File: config.mk
export PLATFORM = sky130hd
export DESIGN_NAME = frame_seq_detect
export DESIGN_NICKNAME = d
export VERILOG_FILES = /design/src/rtl/fsd_pkg.sv /design/src/rtl/fsd_next.sv /design/src/rtl/fsd_state_reg.sv /design/src/rtl/fsd_out.sv /design/src/rtl/frame_seq_detect.sv
export SDC_FILE = /design/constraint.sdc
export NUM_CORES = 1
export LEC_CHECK = 0
export BUFFER_PORTS_ARGS = -buffer_cell sky130_fd_sc_hd__buf_2
export CELL_PAD_IN_SITES_DETAIL_PLACEMENT = 0
export CELL_PAD_IN_SITES_GLOBAL_PLACEMENT = 2
export CORE_AREA = 2 2 39 41
export CTS_CLUSTER_SIZE = 24
export DETAILED_ROUTE_END_ITERATION = 12
export DIE_AREA = 0 0 41 43
export PLACE_DENSITY = 0.49
export SLEW_MARGIN = 20
export SYNTH_ARGS = -nofsm -noshare
export SYNTH_HDL_FRONTEND = slang
export SYNTH_SLANG_ARGS = --single-unit
File: constraint.sdc
create_clock -name clk -period 1.4 [get_ports clk]
set_input_delay 0.28 -clock clk [delete_from_list [all_inputs] [get_ports clk]]
set_output_delay 0.28 -clock clk [all_outputs]
set_load 0.005 [all_outputs]
File: src/rtl/fsd_pkg.sv
package fsd_pkg;

    localparam int FRAME_LEN = 4;
    localparam int POS_W     = $clog2(FRAME_LEN);

    typedef enum logic [2:0] {
        ST_START     = 3'd0,
        ST_GOT0      = 3'd1,
        ST_GOT1      = 3'd2,
        ST_MID_OK    = 3'd3,
        ST_MID_DEAD  = 3'd4,
        ST_LAST_OK   = 3'd5,
        ST_LAST_DEAD = 3'd6
    } fsd_state_e;

endpackage

File: src/rtl/fsd_next.sv
module fsd_next
    import fsd_pkg::*;
(
    input  fsd_state_e cur,
    input  logic       in_en,
    input  logic       bit_in,
    output fsd_state_e nxt
);

    always_comb begin
        nxt = cur;
        if (in_en) begin
            unique case (cur)
                ST_START:     nxt = bit_in ? ST_GOT1 : ST_GOT0;
                // first bit 0: only 0 keeps the 0,0,... path alive
                ST_GOT0:      nxt = bit_in ? ST_MID_DEAD : ST_MID_OK;
                // first bit 1: only 1 keeps the 1,1,... path alive
                ST_GOT1:      nxt = bit_in ? ST_MID_OK : ST_MID_DEAD;
                // both targets need a 1 in slot three
                ST_MID_OK:    nxt = bit_in ? ST_LAST_OK : ST_LAST_DEAD;
                ST_MID_DEAD:  nxt = ST_LAST_DEAD;
                ST_LAST_OK:   nxt = ST_START;
                ST_LAST_DEAD: nxt = ST_START;
                default:      nxt = ST_START;
            endcase
        end
    end

endmodule

File: src/rtl/fsd_state_reg.sv
module fsd_state_reg
    import fsd_pkg::*;
(
    input  logic       clk,
    input  logic       rst,
    input  fsd_state_e nxt,
    output fsd_state_e cur
);

    always_ff @(posedge clk) begin
        if (rst) begin
            cur <= ST_START;
        end else begin
            cur <= nxt;
        end
    end

endmodule

File: src/rtl/fsd_out.sv
module fsd_out
    import fsd_pkg::*;
(
    input  fsd_state_e cur,
    input  logic       rst,
    input  logic       in_en,
    input  logic       bit_in,
    output logic       hit
);

    always_comb begin
        hit = 1'b0;
        if (!rst && in_en) begin
            unique case (cur)
                ST_LAST_OK: hit = ~bit_in;
                default:    hit = 1'b0;
            endcase
        end
    end

endmodule

File: src/rtl/frame_seq_detect.sv
module frame_seq_detect
    import fsd_pkg::*;
(
    input  logic clk,
    input  logic rst,
    input  logic in_en,
    input  logic bit_in,
    output logic hit
);

    fsd_state_e cur_state;
    fsd_state_e nxt_state;

    fsd_next u_next (
        .cur    (cur_state),
        .in_en  (in_en),
        .bit_in (bit_in),
        .nxt    (nxt_state)
    );

    fsd_state_reg u_reg (
        .clk (clk),
        .rst (rst),
        .nxt (nxt_state),
        .cur (cur_state)
    );

    fsd_out u_out (
        .cur    (cur_state),
        .rst    (rst),
        .in_en  (in_en),
        .bit_in (bit_in),
        .hit    (hit)
    );

endmodule

==> flow_metrics.tcl <==
set metrics [dict create \
    seqCellArea_um2 62.6 \
    placed_cell_area_um2 226 \
    antennaDiodeCount 0 \
    synthMuxAreaShare_pct 6.29 \
    grt_util_all_layers_pct 6.21 \
    synth_compound_area_share_pct 21.0 \
    dp_hpwl_um 367 \
    die_h_um 43 \
    rsz0062_at_grt "true" \
    synth_warnings 0 \
    arrival_ps 1040 \
    gp_congestion 0.636 \
    top_regs "u_reg.cur x3" \
    max_freq_mhz 756 \
    fin_nets 35 \
    start_util_pct 12.9 \
    grt_pass1_vias 177 \
    num_rows 14 \
    drcViolationCount 0 \
    worstHoldStart "rst" \
    crit_type "reg2out" \
    areaGrowthSynthToFinish_pct 55.2 \
    synth_seq_cells 3 \
    leakage_nw 0.104 \
    p_int_mw 0.227 \
    overflow 0 \
    clkTransAtPathRegs_ps 40 \
    syn_area_per_cell_um2 8.52 \
    syn_nets 25 \
    hp-class "in2reg" \
    pre_cts_slack_ps 244 \
    grt_pass1_wl_um 703 \
    startpoint_type "flop" \
    slowest_stage "dfxtp_2" \
    wl_um 461 \
    max_cap_viol_count 0 \
    syn_area_um2 179 \
    synth.distinct_cells 13 \
    synth_xor_area_share_pct 4.90 \
    end_kind "output pin" \
    multiInputGateArea_um2 141 \
    r2r-start "u_reg.cur[2]$_SDFFE_PP0P_" \
    synth_fa_ha_area_share_pct 0 \
    timing.final.ws_setup_ps 76.8 \
    slew_headroom_pct 86.0 \
    ys_seq_area_share_pct 33.6 \
    drt_iter0_drc 2 \
    largest_reg_flops 3 \
    power_frac_comb_pct 16.7 \
    crit_family "simple AND/OR/NAND/NOR gates" \
    fp.dieW_um 41 \
    cts_setup_buffers 0 \
    setup_viol 0 \
    cts.sinks 3 \
    hold_buffers 0 \
    dr.pass1.iters 2 \
    clkPwrFrac_pct 50.0 \
    regMostFlops "u_reg.cur" \
    insertion_delay_ps 230 \
    hold_depth 2 \
    seq_power_share_pct 33.3 \
    cts_buffers 3 \
    netlist_instances 21 \
    core_area_um2 1380 \
    power.density_nw_per_um2 1100 \
    die-area_um2 1760 \
    worstPathRequired_ps 1120 \
    worst_pin_slew_ps 211 \
    via_per_inst 3.98 \
    cts_tree "done" \
    ios 5 \
    htreeDepth 1 \
    fin_setup_tns_ps 0 \
    finalHoldViolCount 0 \
    antenna_left 0 \
    vias 183 \
    drive_gt1_share_pct 46.7 \
    r2r_end "u_reg.cur[1]$_SDFFE_PP0P_" \
    period_needed_ps 1320 \
    fillers 164 \
    numPortBuffers 4 \
    wl_per_cell_um 10.0 \
    skew_ps 2.50 \
    cts.repair.resized 0 \
    reg2reg_depth 3 \
    holdPathEnd "u_reg.cur[2]$_SDFFE_PP0P_" \
    ir_drop_v 0.000320 \
    fin_crit_sh_pct 94.5 \
    reg2reg_slack_ps 360 \
    synth_top_family_by_area "simple AND/OR/NAND/NOR gates" \
    switching_share_pct 25.7 \
    critPathBufInv 1 \
    p_sw_mw 0.0783 \
    critPathMaxStageDelay_ps 330 \
    antenna_found_initial 0 \
    critPathMaxFanout 5 \
    status "finished, final reports clean" \
    grt_start_max_net_pins 8 \
    slew_viol_final 0 \
    cts_buffer_depth 2 \
    stdcell_area_um2 278 \
    synthSimpleGateAreaFrac_pct 34.3 \
    cts_root_buf "clkbuf_4" \
    path_cells "nand2b_4, nor4_4, buf_2" \
]
## routing by layer
layer | up-vias | share of wire [%] | track usage [%]
li1 | 93 | - | -
met1 | 83 | 38 | 5.11
met2 | 7 | 54 | 10.6
met3 | 0 | 8.2 | 4.71
met4 | 0 | 0 | 2.00
met5 | - | 0 | 0
## final cells by class
cell class,instances,share of cell area [%]
clock buffer,4,9.46
sequential,3,22.5
multi-input combinational,18,50.9
timing repair buffer,5,9.91
tap,16,7.21
## cells by family after synthesis
group / after synthesis
compound gates: 5
xor+xnor: 1
flops: 3
mux: 1
simple gates: 11
## cell usage after synthesis (all sizes together)
library cell	count	area, um2
o21ai	1	5.00
nor4	1	6.26
nand3b	2	15.0
nand2	3	11.3
nand2b	3	21.3
a21oi	2	10.0
dfxtp	3	60.1
a21o	1	7.51
xnor2	1	8.76
mux2	1	11.3
a311oi	1	15.0
nor2	2	7.51
## layout by cell type (no fill, tap or decap)
| cell type | n |
|---|---|
| a21o_1 | 1 |
| a21oi_1 | 2 |
| a311oi_2 | 1 |
| buf_2 | 4 |
| buf_4 | 1 |
| clkbuf_1 | 1 |
| clkbuf_4 | 3 |
| dfxtp_1 | 1 |
| dfxtp_2 | 2 |
| mux2_1 | 1 |
| nand2_1 | 3 |
| nand2b_1 | 1 |
| nand2b_2 | 1 |
| nand2b_4 | 1 |
| nand3b_1 | 2 |
| nor2_1 | 2 |
| nor4_4 | 1 |
| o21ai_0 | 1 |
| xnor2_1 | 1 |
## metrics by stage
step	utilization (%)	hold slack [ps]	total power [mW]	instances
floorplan	-	348	0.127	21
global placement	16.4	513	0.145	42
detailed placement	16.4	519	0.147	42
CTS	18.3	274	0.306	46
global route	20.1	298	0.327	46
finish	20.1	298	0.305	46
## worst max-delay path by stage
stage | start | endpoint | slack (ps) | depth (start not counted)
finish | u_reg.cur[1]$_SDFFE_PP0P_ | hit | 80 | 3
global route | u_reg.cur[1]$_SDFFE_PP0P_ | hit | -4 | 3
CTS | u_reg.cur[1]$_SDFFE_PP0P_ | hit | 40 | 3
detailed placement | in_en | hit | 240 | 4
global placement | in_en | hit | 220 | 4
floorplan | u_reg.cur[0]$_SDFFE_PP0P_ | hit | 430 | 2
## power groups by stage
| stage | Combinational (mW) | Sequential (mW) | Clock (mW) |
|---|---|---|---|
| 2_1_floorplan | 0.0264 | 0.100 | 0 |
| 3_3_place_gp | 0.0441 | 0.101 | 0 |
| 3_5_place_dp | 0.0460 | 0.101 | 0 |
| 4_1_cts | 0.0462 | 0.0999 | 0.159 |
| 5_1_grt | 0.0553 | 0.103 | 0.168 |
| 6_report | 0.0509 | 0.102 | 0.152 |
No activity file was read; power rests on OpenSTA's default activity.
